[src/rtl/vpsdec_pkg.sv]
package vpsdec_pkg;

  // Strobes from the line control to the datapath, one set per cycle.
  typedef struct packed {
    logic accept;    // input byte is part of the current line
    logic takeHigh;  // store the decoded nibble as the upper half
    logic emitByte;  // join the nibbles and present an output byte
    logic lastByte;  // this output closes the line
    logic clearErr;  // a new line begins this cycle
  } vpsStrobes_t;

endpackage

[src/rtl/vpsdec_cell_decode.sv]
module vpsdec_cell_decode #(
  parameter int CELLS = 4
) (
  input  logic [2*CELLS-1:0] rawByte,
  output logic [CELLS-1:0]   nibble,
  output logic               anyBad
);

  logic [CELLS-1:0] badCell;

  // The lowest cell maps to the nibble MSB; the value of a cell is its lower bit.
  for (genvar c = 0; c < CELLS; c++) begin : g_cell
    assign nibble[CELLS-1-c] = rawByte[2*c];
    assign badCell[c]        = rawByte[2*c+1] ~^ rawByte[2*c];
  end

  assign anyBad = |badCell;

endmodule

[src/rtl/vpsdec_ctrl.sv]
module vpsdec_ctrl
  import vpsdec_pkg::*;
#(
  parameter int OUT_BYTES = 13
) (
  input  logic        clk,
  input  logic        rstN,
  input  logic        lineStart,
  input  logic        inValid,
  output vpsStrobes_t strb
);

  localparam int IN_BYTES = 2 * OUT_BYTES;
  localparam int CNT_W    = $clog2(IN_BYTES + 1);
  localparam logic [CNT_W-1:0] IN_LIMIT = CNT_W'(IN_BYTES);
  localparam logic [CNT_W-1:0] LAST_IDX = CNT_W'(IN_BYTES - 1);

  logic [CNT_W-1:0] inCnt;
  logic [CNT_W-1:0] effCnt;

  always_comb begin
    effCnt        = lineStart ? '0 : inCnt;
    strb.accept   = inValid && (effCnt < IN_LIMIT);
    strb.takeHigh = strb.accept && !effCnt[0];
    strb.emitByte = strb.accept &&  effCnt[0];
    strb.lastByte = strb.emitByte && (effCnt == LAST_IDX);
    strb.clearErr = lineStart;
  end

  always_ff @(posedge clk or negedge rstN) begin
    if (!rstN) begin
      inCnt <= '0;
    end else if (strb.accept) begin
      inCnt <= effCnt + 1'b1;
    end else begin
      inCnt <= effCnt;
    end
  end


  cnt_range_chk: assert property (@(posedge clk) disable iff (!rstN)
    inCnt <= IN_LIMIT);


  strobe_excl_chk: assert property (@(posedge clk) disable iff (!rstN)
    $onehot0({strb.takeHigh, strb.emitByte}));


  restart_chk: assert property (@(posedge clk) disable iff (!rstN)
    (lineStart && inValid) |=> (inCnt == CNT_W'(1)));


  line_full_chk: assert property (@(posedge clk) disable iff (!rstN)
    (inCnt == IN_LIMIT && !lineStart) |=> (inCnt == IN_LIMIT));

endmodule

[src/rtl/vpsdec_datapath.sv]
module vpsdec_datapath
  import vpsdec_pkg::*;
#(
  parameter int CELLS = 4
) (
  input  logic                 clk,
  input  logic                 rstN,
  input  logic [2*CELLS-1:0]   inByte,
  input  vpsStrobes_t          strb,
  output logic                 outValid,
  output logic [2*CELLS-1:0]   outByte,
  output logic                 outLast,
  output logic                 outErr
);

  logic [CELLS-1:0] nib;
  logic             nibBad;
  logic [CELLS-1:0] highNib;
  logic             errAcc;

  vpsdec_cell_decode #(.CELLS(CELLS)) cell_i (
    .rawByte (inByte),
    .nibble  (nib),
    .anyBad  (nibBad)
  );

  always_ff @(posedge clk or negedge rstN) begin
    if (!rstN) begin
      highNib  <= '0;
      errAcc   <= 1'b0;
      outValid <= 1'b0;
      outByte  <= '0;
      outLast  <= 1'b0;
      outErr   <= 1'b0;
    end else begin
      outValid <= strb.emitByte;
      outLast  <= strb.lastByte;
      outErr   <= strb.lastByte && (errAcc || nibBad);
      if (strb.emitByte) outByte <= {highNib, nib};
      if (strb.takeHigh) highNib <= nib;
      if (strb.clearErr)    errAcc <= strb.accept && nibBad;
      else if (strb.accept) errAcc <= errAcc || nibBad;
    end
  end


  last_valid_chk: assert property (@(posedge clk) disable iff (!rstN)
    outLast |-> outValid);


  err_on_last_chk: assert property (@(posedge clk) disable iff (!rstN)
    outErr |-> outLast);


  bad_reported_chk: assert property (@(posedge clk) disable iff (!rstN)
    (strb.lastByte && nibBad) |=> outErr);

endmodule

[src/rtl/vpsdec.sv]
module vpsdec #(
  parameter int OUT_BYTES = 13,
  parameter int CELLS     = 4
) (
  input  logic                 clk,
  input  logic                 rstN,
  input  logic                 lineStart,
  input  logic                 inValid,
  input  logic [2*CELLS-1:0]   inByte,
  output logic                 outValid,
  output logic [2*CELLS-1:0]   outByte,
  output logic                 outLast,
  output logic                 outErr
);

  vpsdec_pkg::vpsStrobes_t strb;

  vpsdec_ctrl #(.OUT_BYTES(OUT_BYTES)) ctrl_i (
    .clk       (clk),
    .rstN      (rstN),
    .lineStart (lineStart),
    .inValid   (inValid),
    .strb      (strb)
  );

  vpsdec_datapath #(.CELLS(CELLS)) dp_i (
    .clk      (clk),
    .rstN     (rstN),
    .inByte   (inByte),
    .strb     (strb),
    .outValid (outValid),
    .outByte  (outByte),
    .outLast  (outLast),
    .outErr   (outErr)
  );


  idle_quiet_chk: assert property (@(posedge clk) disable iff (!rstN)
    !inValid |=> !outValid);

endmodule

[config.mk]
export PLATFORM = sky130hd
export DESIGN_NAME = vpsdec
export DESIGN_NICKNAME = d
export VERILOG_FILES = /design/src/rtl/vpsdec_pkg.sv /design/src/rtl/vpsdec_cell_decode.sv /design/src/rtl/vpsdec_ctrl.sv /design/src/rtl/vpsdec_datapath.sv /design/src/rtl/vpsdec.sv
export SDC_FILE = /design/constraint.sdc
export NUM_CORES = 1
export LEC_CHECK = 0
export BUFFER_PORTS_ARGS = -buffer_cell sky130_fd_sc_hd__buf_2
export CAP_MARGIN = 10
export CORE_UTILIZATION = 54
export DETAILED_ROUTE_END_ITERATION = 6
export GPL_ROUTABILITY_DRIVEN = 0
export PLACE_DENSITY = 0.92
export SYNTH_ARGS = -nofsm -noshare
export SYNTH_HDL_FRONTEND = slang
export SYNTH_SLANG_ARGS = --single-unit
[constraint.sdc]
create_clock -name clk -period 3.7 [get_ports clk]
set_input_delay 0.37 -clock clk [delete_from_list [all_inputs] [get_ports clk]]
set_output_delay 0.37 -clock clk [all_outputs]
set_load 0.01 [all_outputs]
### Word-level counts from Yosys, hierarchy flattened

Cells that the tools add are included.

* bitwise logic cells: 4
* mux-type cells: 4
* reductions and logical operators: 10
* order comparisons: 1
* add/subtract/negate cells: 1
* equal/unequal tests: 1

Operator list (number)
* 2-to-1 mux 5 bit: 2
* logical AND 1 bit: 6
* adder 5 x 1 -> 5 bit, second input constant: 1
* equality test 5 bit, second input constant: 1
* < comparator 5 bit, second input constant: 1
* OR reduction 4 bit: 1
* XNOR 1 bit: 4
* 2-to-1 mux 1 bit: 2
* nonzero test 2 bit: 1
* zero test 1 bit: 1
* logical OR 1 bit: 1

* word-level logic and storage cells: 28
* register bits after elaboration: 21
* input bits: 12
* output and inout bits: 11

### Longest topological paths before layout

Gate-level depths: netlist of run 1.

* word-level depth: 6
* depth in mapped cells: 7
* mapped depth without buffers: 6

### Cells and area by module

A second synthesis of run 1 with hierarchy kept.

* cells, all modules: 75
* area, all modules: 1006.0 um2

By module, submodules not included
* vpsdec_datapath: times used 1, area an instance 596.8 um2, cells each 33, seq. area each 400.4 um2
* vpsdec_ctrl: times used 1, area an instance 337.8 um2, cells each 33, seq. area each 125.1 um2
* vpsdec_cell_decode: times used 1, area an instance 71.3 um2, cells each 9, seq. area each 0.0 um2

### Worst setup path before layout of run 1

OpenSTA, ideal clock, no wires.

* kind: register to register
* from: reg ctrl_i.inCnt[2]
* to: reg dp_i.outByte[0]
* slack: 2008 ps
* required time: 3575 ps
* arrival: 1567 ps
* library setup time: 125 ps
* stages on the path, launching flop included: 7
* clock period less this slack: 1692 ps
* path buffers: 1
* cell sequence: dfrtp_1 or2_0 a21bo_1 inv_1 ha_1 buf_2 mux2_2

RTL lines
* start, declared: RTL line vpsdec_ctrl.sv:18 `logic [CNT_W-1:0] inCnt;`
* start signal, assigned: RTL line vpsdec_ctrl.sv:34 `inCnt <= effCnt + 1'b1;`
* start signal, assigned: RTL line vpsdec_ctrl.sv:36 `inCnt <= effCnt;`
* end signal, assigned: RTL line vpsdec_datapath.sv:39 `if (strb.emitByte) outByte <= {highNib, nib};`
* end, declared: RTL line vpsdec_datapath.sv:11 `output logic [2*CELLS-1:0] outByte,`

==> run metrics, run 1 <==
setup bufs post-CTS=0; Num CTS Buffers=3; startpoint types=flop; RSZ-0062 raised after global routing=no; Core ar.=0.00156 sq mm; # port buffers=22; HPWL Detailed=1170 um; DRC=4; # IOs=23; H-tree Lvls=1; post-synthesis sequential area ratio=0.568; Final min period=1.95 ns; Pre-Repair DR Iteration Count=6; Post-Synth Simple-Gate Area=0.0811; CP Data Required Time=3.91 ns; Initial Util=0.594; layout net count=111; vias per cell=5.62; first-iteration detailed-routing DRC count=12; outcome=finished with violations; Vias=618; Syn. warnings=0; clk_lat worst skew=0.31 ns; routed len/inst=14.2 um; failing checks=DRC; Lkg Pwr=0.551 nW; clk sink count=21; XOR/XNOR Fraction of Synth Area=0.0378; CTS tree=done; hold crit path type=primary input to flop; Post-Layout Cell Count=110; routed wire length=1570 um; Mapped Cells=68; Yosys cell types=24; Min Hold Slack=0.265 ns; area fraction in compound gates after synthesis=0.0770; Post-synth EDFFs=0; asr flop ratio synth=1.00; Die ar.=0.00188 sq mm; main combinational cell family by area after synthesis=multiplexers; Setup Skew=0.00470 ns; fin crit share=0.527; clk slew on worst S/H paths=0.12 ns; Die H=43.4 um; Critical Path AT=2.16 ns; Peak Freq=513 MHz; Relative slew margins=0.706; placed cells=105; Slew @ Worst Pin=0.441 ns; DRT antenna net count=0; Setup violations, final=0; die width=43.4 um; share of layout cells above drive strength 1=0.436; Max-Cap Viols=0; first-pass GRT wire length=2480 um; design area=0.00109 sq mm; crit-path max FO=10; # fillers=105; Adder-Cell Fraction of Synth Area=0.0541; CTS Buffer Depth=2; vias in the first global route=583; area post-placement=0.00105 sq mm; Power Total=0.522 mW; Top FF cell, synth=dfrtp_1; post-synthesis mux area share=0.157; Tot GR Track Use=0.191; Hold Violations, Final=0; Worst R2R Setup Slack=1.75 ns; initial antenna violation count=0; PD cells=480 mW/mm^2; Netlist Area Pre-Place=926 sq um; Synth Register Bits=21; Setup TNS=0 ns; largest net degree at the start of global routing=22; # rows=14; grt ovf=0; critical path class=flop to flop; Peak VDD IR=0.281 mV; n_diodes=0; post-synthesis net count=84; Critical Path Sink Type=flop; CTS root buffer=clkbuf_4; Syn Area/Cell=13.6 sq um; Slew Viols, Final=0; synthesis-to-finish area growth=17.6%
[stage by stage]
stage,util,setup WS (ns)
floorplan,-,2.01
global placement,0.674,1.86
detailed placement,0.674,1.79
CTS,0.698,1.77
global route,0.698,1.69
finish,0.698,1.75
[logic make-up after synthesis]
| family | Yosys count |
|---|---|
| DFF | 21 |
| muxes | 13 |
| and+or+nand+nor | 12 |
| AOI/OAI and AO/OA | 8 |
| buffers and inverters | 6 |
| xor gates and xnor gates | 4 |
| adders and majority gates | 4 |
[per-layer routing]
layer / GRT usage / vias up / share of wire
met4: 0.131 / 0 / 0.019
met1: 0.204 / 307 / 0.42
met2: 0.336 / 12 / 0.53
met3: 0.0375 / 4 / 0.027
li1: - / 295 / -
met5: 0 / - / 0
[power breakdown]
group | total [mW] | leakage, nW | internal, mW | switching, mW
combinational | 0.121 | 0.273 | 0.0630 | 0.0577
sequential | 0.291 | 0.260 | 0.271 | 0.0203
clock | 0.110 | 0.0177 | 0.0404 | 0.0700
[layout by cell type, fill, tap and decap left out]
| cell | count |
|---|---|
| buf_2 | 22 |
| clkbuf_4 | 3 |
| clkinv_2 | 1 |
| or2_0 | 1 |
| mux2_2 | 12 |
| dlygate4sd3_1 | 1 |
| mux2i_1 | 1 |
| a41o_2 | 1 |
| a22oi_1 | 1 |
| and4b_1 | 1 |
| nand2_1 | 3 |
| ha_1 | 4 |
| a41oi_1 | 1 |
| nand4_1 | 2 |
| dfrtp_1 | 21 |
| nor3_1 | 1 |
| and4b_2 | 1 |
| nor2b_1 | 1 |
| a211oi_1 | 1 |
| a21oi_2 | 1 |
| a21bo_1 | 1 |
| a32o_1 | 1 |
| and3b_1 | 1 |
| inv_1 | 5 |
| o21a_1 | 1 |
| xor2_1 | 4 |
| nor2_1 | 1 |
[state kept, by name, summed over array words and instances, names as in the netlist]
name	cells
dp_i.errAcc	1
dp_i.outValid	1
dp_i.outByte	8
ctrl_i.inCnt	5
dp_i.highNib	4
dp_i.outLast	1
dp_i.outErr	1
[final timing paths]
| kind | start | endpoint | depth (start not counted) |
|---|---|---|---|
| max in group asynchronous | rstN | ctrl_i.inCnt[3]$_DFF_PN0_ | 2 |
| setup reg to reg | ctrl_i.inCnt[2]$_DFF_PN0_ | dp_i.outByte[1]$_DFFE_PN0P_ | 5 |
| hold reg to reg | dp_i.errAcc$_DFFE_PN0P_ | dp_i.outErr$_DFF_PN0_ | 1 |
| min in group asynchronous | rstN | dp_i.outByte[3]$_DFFE_PN0P_ | 2 |
| hold / removal | lineStart | ctrl_i.inCnt[3]$_DFF_PN0_ | 2 |
| setup / recovery | ctrl_i.inCnt[2]$_DFF_PN0_ | dp_i.outByte[1]$_DFFE_PN0P_ | 5 |
[cells in the mapped netlist, types with 2 or more instances]
| cell type | count | share of area |
|---|---|---|
| mux2_2 | 12 | 0.15 |
| nand2_1 | 3 | 0.012 |
| xor2_1 | 4 | 0.038 |
| nand4_1 | 2 | 0.014 |
| inv_1 | 5 | 0.020 |
| ha_1 | 4 | 0.054 |
| dfrtp_1 | 21 | 0.57 |
[repair_timing]
item / 4_1_cts / 5_1_grt
setup endpoints to repair: 0 / 0
hold buffers: 1 / 0
gates resized for setup: 0 / 0
endpoints found under the hold margin: 12 / 0
[critical path: stages (launching register included)]
cell and delay (ns):
dfrtp_1 0.47, or2_0 0.26, a21bo_1 0.23, inv_1 0.09, ha_1 0.41, mux2_2 0.39
[area by class of cell]
type,count,area (sq um),area share
flip-flops and latches,21,526,0.483
well taps,16,20.0,0.0184
repair buffers,23,120,0.110
clock inverters,1,5.00,0.00460
clock buffers,3,22.5,0.0207
inverters,5,18.8,0.0172
multi-input cells,41,377,0.346
Power figures use the tool's default switching activity.
==> run 2: changes to the inputs <==
Settings changed: ABC_AREA set to 1, CORE_UTILIZATION 54 to 46, PLACE_DENSITY 0.92 to 0.83.
Clock period 3.7 ns to 1.7 ns, I/O delays scaled along.
==> run 2 against run 1 <==
The run now ends clean. Via count up 26%. Clock power grew 110%. Sequential share of layout area is 4.7 points lower. Worst setup slack got worse by 1.6 ns. Hold slack got worse by 0.12 ns. Area after synthesis grew 8.5%. Die area increased by 26%. Sequential power grew 120%. Total power grew 120%. Utilization down 9.6 points. Wire length is 18% higher. Critical endpoint is now dp_i.outByte[7]$_DFFE_PN0P_. Highest routed layer unchanged.
==> run metrics, run 2 <==
hold crit path type=primary input to flop (unchanged); Bufs and invs on worst path=1 (unchanged); CP top delay family=flip-flops (unchanged); clock network fraction of total power=0.207 (was 0.211); Pre-Repair DR Iteration Count=4 (was 6); Most flops, register=dp_i.outByte (unchanged); startpoint types=flop (unchanged); Global Route met2 Usage=0.310 (was 0.336); Slew Viols, Final=0 (unchanged); fin crit share=0.890 (was 0.527); vias in the first global route=816 (was 583); Yosys cell types=18 (was 24); Largest stage delay, worst path=0.46 ns (was 0.47 ns); # port buffers=22 (unchanged); Core ar.=0.00200 sq mm (was 0.00156 sq mm); Power Total=1.14 mW (was 0.522 mW); Critical R2R Launch=ctrl_i.inCnt[2]$_DFF_PN0_ (unchanged); Peak Freq=661 MHz (was 513 MHz); first-pass GRT wire length=3350 um (was 2480 um); Die H=48.7 um (was 43.4 um); CP Data Required Time=1.89 ns (was 3.91 ns); max reg flops=8 (unchanged); Net Sw Frac=0.299 (was 0.283); Critical path origin=ctrl_i.inCnt[2]$_DFF_PN0_ (unchanged); Synth Register Bits=21 (unchanged); crit-path max FO=8 (was 10); Slew @ Worst Pin=0.453 ns (was 0.441 ns); crit path max-delay cell type=dfrtp_1 (unchanged); initial antenna violation count=0 (unchanged); clk sink count=21 (unchanged); Relative slew margins=0.698 (was 0.706); most frequent cell after synthesis=nand2_1 (was dfrtp_1); RSZ-0062 raised after global routing=no (unchanged); Yosys top cell area share=0.523 (was 0.568); layout net count=155 (was 111); Vias=781 (was 618); HPWL Detailed=1410 um (was 1170 um); Setup violations, final=0 (unchanged); Syn Area/Cell=9.05 sq um (was 13.6 sq um); critical path class=flop to flop (unchanged); clk slew on worst S/H paths=0.12 ns (about the same); R2R cell count=7 (was 5); Hold Violations, Final=0 (unchanged); Syn. warnings=0 (unchanged); commonest non-fill, non-tap cell in the layout=nand2_1 (was buf_2); post-synthesis net count=127 (was 84); crit-path cells=nand2_4 -> nand2_2 -> nand2_2 -> nand2_4 -> inv_4 -> ha_4 -> mux2_2 (was or2_0 -> a21bo_1 -> inv_1 -> ha_1 -> mux2_2); Mapped Cells=111 (was 68); top post-synthesis cells by count=nand2_1, dfrtp_1, inv_1 (was dfrtp_1, mux2_2, inv_1); Initial Util=0.502 (was 0.594); Num CTS Buffers=3 (unchanged); most frequent cells in the layout=nand2_1, buf_2, dfrtp_1 (was buf_2, dfrtp_1, mux2_2); placed cells=160 (was 105); Setup Skew=0.000538 ns (was 0.00470 ns); Reg-to-Reg End=dp_i.outByte[7]$_DFFE_PN0P_ (was dp_i.outByte[1]$_DFFE_PN0P_); die width=48.7 um (was 43.4 um); GR Util met1=0.233 (was 0.204); Peak VDD IR=0.712 mV (was 0.281 mV); post-synthesis sequential area ratio=0.523 (was 0.568); routed wire length=1840 um (was 1570 um); share of layout cells above drive strength 1=0.312 (was 0.436); Worst R2R Setup Slack=0.19 ns (was 1.75 ns); setup bufs post-CTS=0 (unchanged); Top FF cell, synth=dfrtp_1 (unchanged); Tot GR Track Use=0.182 (was 0.191); internal power=0.798 mW (was 0.374 mW); Yosys top cell by area=dfrtp_1 (unchanged); PD cells=945 mW/mm^2 (was 480 mW/mm^2); routed len/inst=11.2 um (was 14.2 um); Min Hold Slack=0.144 ns (was 0.265 ns); CTS Buffer Depth=2 (unchanged); # IOs=23 (unchanged); outcome=completed (was finished with violations); DRC=0 (was 4); asr flop ratio synth=1.00 (unchanged); clk_lat worst skew=0.29 ns (was 0.31 ns); CTS root buffer=clkbuf_4 (unchanged); largest net degree at the start of global routing=22 (unchanged); CTS tree=done (unchanged); Netlist Area Pre-Place=0.00100 sq mm (was 926 sq um); sw power=0.340 mW (was 0.148 mW); Critical Path AT=1.70 ns (was 2.16 ns); H-tree Lvls=1 (unchanged); Combinational Power Share=0.241 (was 0.231); CP Capture Point=dp_i.outByte[7]$_DFFE_PN0P_ (was dp_i.outByte[1]$_DFFE_PN0P_); Max-Cap Viols=0 (unchanged); Post-Layout Cell Count=165 (was 110); Synth area leaders=dfrtp_1, nand2_1, inv_1, ha_1, mux2_2 (was dfrtp_1, mux2_2, ha_1, xor2_1, inv_1); Lkg Pwr=0.675 nW (was 0.551 nW); Final min period=1.51 ns (was 1.95 ns); Post-synth EDFFs=0 (unchanged); vias per cell=4.73 (was 5.62); Critical Path Sink Type=flop (unchanged); first-iteration detailed-routing DRC count=18 (was 12); n_diodes=0 (unchanged); Die ar.=0.00238 sq mm (was 0.00188 sq mm); DRT antenna net count=0 (unchanged); biggest regs=dp_i.outByte (8), ctrl_i.inCnt (5), dp_i.highNib (4) (unchanged); grt ovf=0 (unchanged); synthesis-to-finish area growth=19.9% (was 17.6%); Most Used Layer, Global Route=met2 (unchanged); met3 Use GR=0.0283 (was 0.0375); # rows=16 (was 14); Setup TNS=0 ns (unchanged); Critical Path Stages=7 (was 5); sequential share of power=0.552 (was 0.557)
==> run 2: cell count changes after synthesis, sizes merged, moves of 2 or more <==
cell	previous run	this run
a21oi	1	8
and4b	2	0
inv	5	17
mux2	12	4
nand2	3	33
nand3	0	4
nor2	1	13
xor2	4	0
==> run 2: layer usage <==
metal | vias up | part of all wire
met1 | 359 | 0.45
met5 | - | 0
li1 | 396 | -
met2 | 20 | 0.50
met4 | 0 | 0.019
met3 | 6 | 0.029
==> run 2: final cells by class <==
class                      count  area, sq um
tap                           27         33.8
inverter                      17         68.8
timing repair buffer          25          135
fill                         182          797
clock buffer                   3         22.5
sequential                    21          526
multi-input combinational     71          414
clock inverter                 1         5.00
==> run 2: timing repair <==
| action | in CTS | in global routing |
|---|---|---|
| endpoints found under the setup margin | 5 | 4 |
| resized for setup | 1 | 1 |
| endpoints found under the hold margin | 21 | 0 |
| hold buffers | 1 | 0 |
==> run 2: how the worst min path moves through the flow <==
| stage | start | slack (ns) | cells past startpoint | to |
|---|---|---|---|---|
| 2_1_floorplan | rstN | -0.13 | 0 | ctrl_i.inCnt[0]$_DFF_PN0_ |
| 4_1_cts | inValid | 0.14 | 3 | ctrl_i.inCnt[4]$_DFF_PN0_ |
| 5_1_grt | inValid | 0.15 | 3 | ctrl_i.inCnt[4]$_DFF_PN0_ |
| 6_report | inValid | 0.14 | 3 | ctrl_i.inCnt[4]$_DFF_PN0_ |
| 3_5_place_dp | rstN | 0.15 | 1 | dp_i.outByte[0]$_DFFE_PN0P_ |
| 3_3_place_gp | rstN | 0.14 | 1 | dp_i.outValid$_DFF_PN0_ |
==> run 2: power by group through the flow <==
stage / logic (mW) / registers, mW / clock network (mW)
6_report: 0.274 / 0.628 / 0.236
5_1_grt: 0.309 / 0.644 / 0.261
4_1_cts: 0.275 / 0.629 / 0.240
3_5_place_dp: 0.272 / 0.639 / 0
3_3_place_gp: 0.262 / 0.637 / 0
2_1_floorplan: 0.122 / 0.666 / 0
==> run 2: worst reg2reg max path: cells and delay by family, from the launching register on <==
kind	cells	cell delay, ns
adder cells (fa/ha/maj)	1	0.20
AND/OR/NAND/NOR	4	0.32
flip-flops	1	0.46
multiplexers	1	0.34
buffers and inverters	1	0.09
==> run 2: kinds of logic after synthesis <==
group,after synthesis,share of synthesized area
XOR/XNOR,1,0.00872
multiplexers,4,0.0448
buffers and inverters,19,0.0772
AND/OR/NAND/NOR,53,0.252
flip-flops,21,0.523
adder cells (fa/ha/maj),4,0.0498
AO/OA/AOI/OAI,9,0.0448
==> run 2: stage by stage <==
stage	setup slack (ns)	area [sq um]	utilization
after floorplan	0.0660	1000	-
after global placement	0.105	1150	0.577
after detailed placement	0.00349	1150	0.577
after CTS	0.0946	1190	0.597
after global routing	0.0657	1200	0.602
final	0.188	1200	0.602
==> run 3: changes to the inputs <==
Settings changed: CORE_UTILIZATION 46 to 49, CTS_BUF_LIST set to sky130_fd_sc_hd__clkbuf_8, PLACE_DENSITY 0.83 to 0.87.
==> run 3 against run 2 <==
Utilization rose by 2.8 points. Maximum frequency down 1.0%. Clock power is 40% higher. Global-route usage grew 1.2 points. Clock skew up 0.0025 ns. Cell count stayed put. First-iteration DRC count rose by 39%. Hold slack improved by 0.054 ns. Worst setup slack got worse by 0.016 ns. Sequential cell count unchanged. Critical endpoint unchanged.
==> run metrics, run 3 (synthesized netlist as in run 2, its figures left out) <==
outcome=completed (unchanged); Peak VDD IR=0.597 mV (was 0.712 mV); critical path class=flop to flop (unchanged); routed wire length=2020 um (was 1840 um); hold crit path type=primary input to flop (unchanged); Die ar.=0.00224 sq mm (was 0.00238 sq mm); Cells on Worst Hold Path=3 (unchanged); worst slack, placed=0.0309 ns (was 0.00349 ns); clk sink count=21 (unchanged); Final min period=1.53 ns (was 1.51 ns); # IOs=23 (unchanged); layout net count=155 (unchanged); CTS tree=done (unchanged); die width=47.3 um (was 48.7 um); Num CTS Buffers=3 (unchanged); Vias=802 (was 781); final worst setup slack=0.172 ns (was 0.188 ns); CTS root buffer=clkbuf_8 (was clkbuf_4); grt ovf=0 (unchanged); Slew @ Worst Pin=0.462 ns (was 0.453 ns); Pre-Repair DR Iteration Count=4 (unchanged); R2R cell count=7 (unchanged); initial antenna violation count=0 (unchanged); DRT antenna net count=0 (unchanged); # port buffers=22 (unchanged); Lkg Pwr=0.683 nW (was 0.675 nW); share of layout cells above drive strength 1=0.312 (unchanged); largest net degree at the start of global routing=22 (unchanged); # fillers=166 (was 182); RSZ-0062 raised after global routing=no (unchanged); Peak Freq=654 MHz (was 661 MHz); crit-path cells=nand2_4 -> nand2_2 -> nand2_2 -> nand2_4 -> inv_4 -> ha_4 -> mux2_2 (unchanged); Max-Cap Viols=0 (unchanged); commonest non-fill, non-tap cell in the layout=nand2_1 (unchanged); Setup violations, final=0 (unchanged); most frequent cells in the layout=nand2_1, buf_2, dfrtp_1 (unchanged); biggest regs=dp_i.outByte (8), ctrl_i.inCnt (5), dp_i.highNib (4) (unchanged); max reg flops=8 (unchanged); Critical Path Sink Type=flop (unchanged); Hold Violations, Final=0 (unchanged); Setup Skew=0.00300 ns (was 0.000538 ns); CTS Buffer Depth=2 (unchanged); clk_lat worst skew=0.26 ns (was 0.29 ns); vias per cell=4.86 (was 4.73); CP top delay family=flip-flops (unchanged); Slew Viols, Final=0 (unchanged); Bufs and invs on worst path=1 (unchanged); Largest stage delay, worst path=0.44 ns (was 0.46 ns); first-pass GRT wire length=2970 um (was 3350 um); crit path max-delay cell type=dfrtp_1 (unchanged); Core ar.=0.00194 sq mm (was 0.00200 sq mm); Setup TNS=0 ns (unchanged); first-iteration detailed-routing DRC count=25 (was 18); # rows=16 (unchanged); Tot GR Track Use=0.194 (was 0.182); fin crit share=0.899 (was 0.890); HPWL Detailed=1490 um (was 1410 um); Relative slew margins=0.692 (was 0.698); crit-path max FO=8 (unchanged); Critical Path Stages=7 (unchanged); Die H=47.3 um (was 48.7 um); CP Data Required Time=1.85 ns (was 1.89 ns); Initial Util=0.517 (was 0.502); Most flops, register=dp_i.outByte (unchanged); Critical Path AT=1.68 ns (was 1.70 ns); synthesis-to-finish area growth=21.8% (was 19.9%); vias in the first global route=731 (was 816); setup bufs post-CTS=0 (unchanged); clk slew on worst S/H paths=0.08 ns (was 0.12 ns); n_diodes=0 (unchanged); DRC=0 (unchanged); H-tree Lvls=1 (unchanged); PD cells=1010 mW/mm^2 (was 945 mW/mm^2); routed len/inst=12.2 um (was 11.2 um); startpoint types=flop (unchanged)
## run 3: path summary, 6_finish.rpt
check / start / to / slack (ns)
min: inValid / ctrl_i.inCnt[4]$_DFF_PN0_ / 0.20
min in group asynchronous: rstN / dp_i.outByte[7]$_DFFE_PN0P_ / 0.38
max reg2reg: ctrl_i.inCnt[2]$_DFF_PN0_ / dp_i.outByte[7]$_DFFE_PN0P_ / 0.17
max in group asynchronous: rstN / dp_i.outByte[3]$_DFFE_PN0P_ / 1.00
max: ctrl_i.inCnt[2]$_DFF_PN0_ / dp_i.outByte[7]$_DFFE_PN0P_ / 0.17
min reg2reg: dp_i.errAcc$_DFFE_PN0P_ / dp_i.errAcc$_DFFE_PN0P_ / 0.48
## run 3: through the flow
step,power (mW),instances,cell area [sq um],utilization,hold slack [ns]
6_report,1.24,165,1220,0.630,0.198
5_1_grt,1.30,165,1220,0.630,0.209
4_1_cts,1.24,165,1210,0.624,0.198
3_5_place_dp,0.916,160,1150,0.595,0.148
3_3_place_gp,0.900,160,1150,0.595,0.141
2_1_floorplan,0.788,111,1000,-,-0.126
## run 3: final cells by class
cell class / count / area [sq um] / area share
clock inverters: 1 / 5.00 / 0.00409
flip-flops and latches: 21 / 526 / 0.429
repair buffers: 25 / 135 / 0.110
clock buffers: 3 / 41.3 / 0.0337
inverters: 17 / 68.8 / 0.0562
well taps: 27 / 33.8 / 0.0276
multi-input cells: 71 / 414 / 0.338
## run 3: routing by layer
metal / global-route usage / wire [um]
met3: 0.0462 / 55
met4: 0.0857 / 21
met1: 0.249 / 881
met2: 0.312 / 1060
met5: 0 / 0
## run 3: tightest hold or removal path: stages
cell	delay, ns
buf_2	0.13
nand4_1	0.08
nand2_1	0.05
## run 3: what timing repair did
| item | in CTS | in global routing |
|---|---|---|
| endpoints found under the setup margin | 0 | 9 |
| hold endpoints to repair | 21 | 0 |
| hold buffers | 1 | 0 |
| resized for setup | 0 | 2 |
## run 3: power breakdown
group | leakage [nW] | internal (mW) | switching, mW
combinational | 0.405 | 0.126 | 0.150
clock | 0.0255 | 0.163 | 0.167
sequential | 0.253 | 0.585 | 0.0493
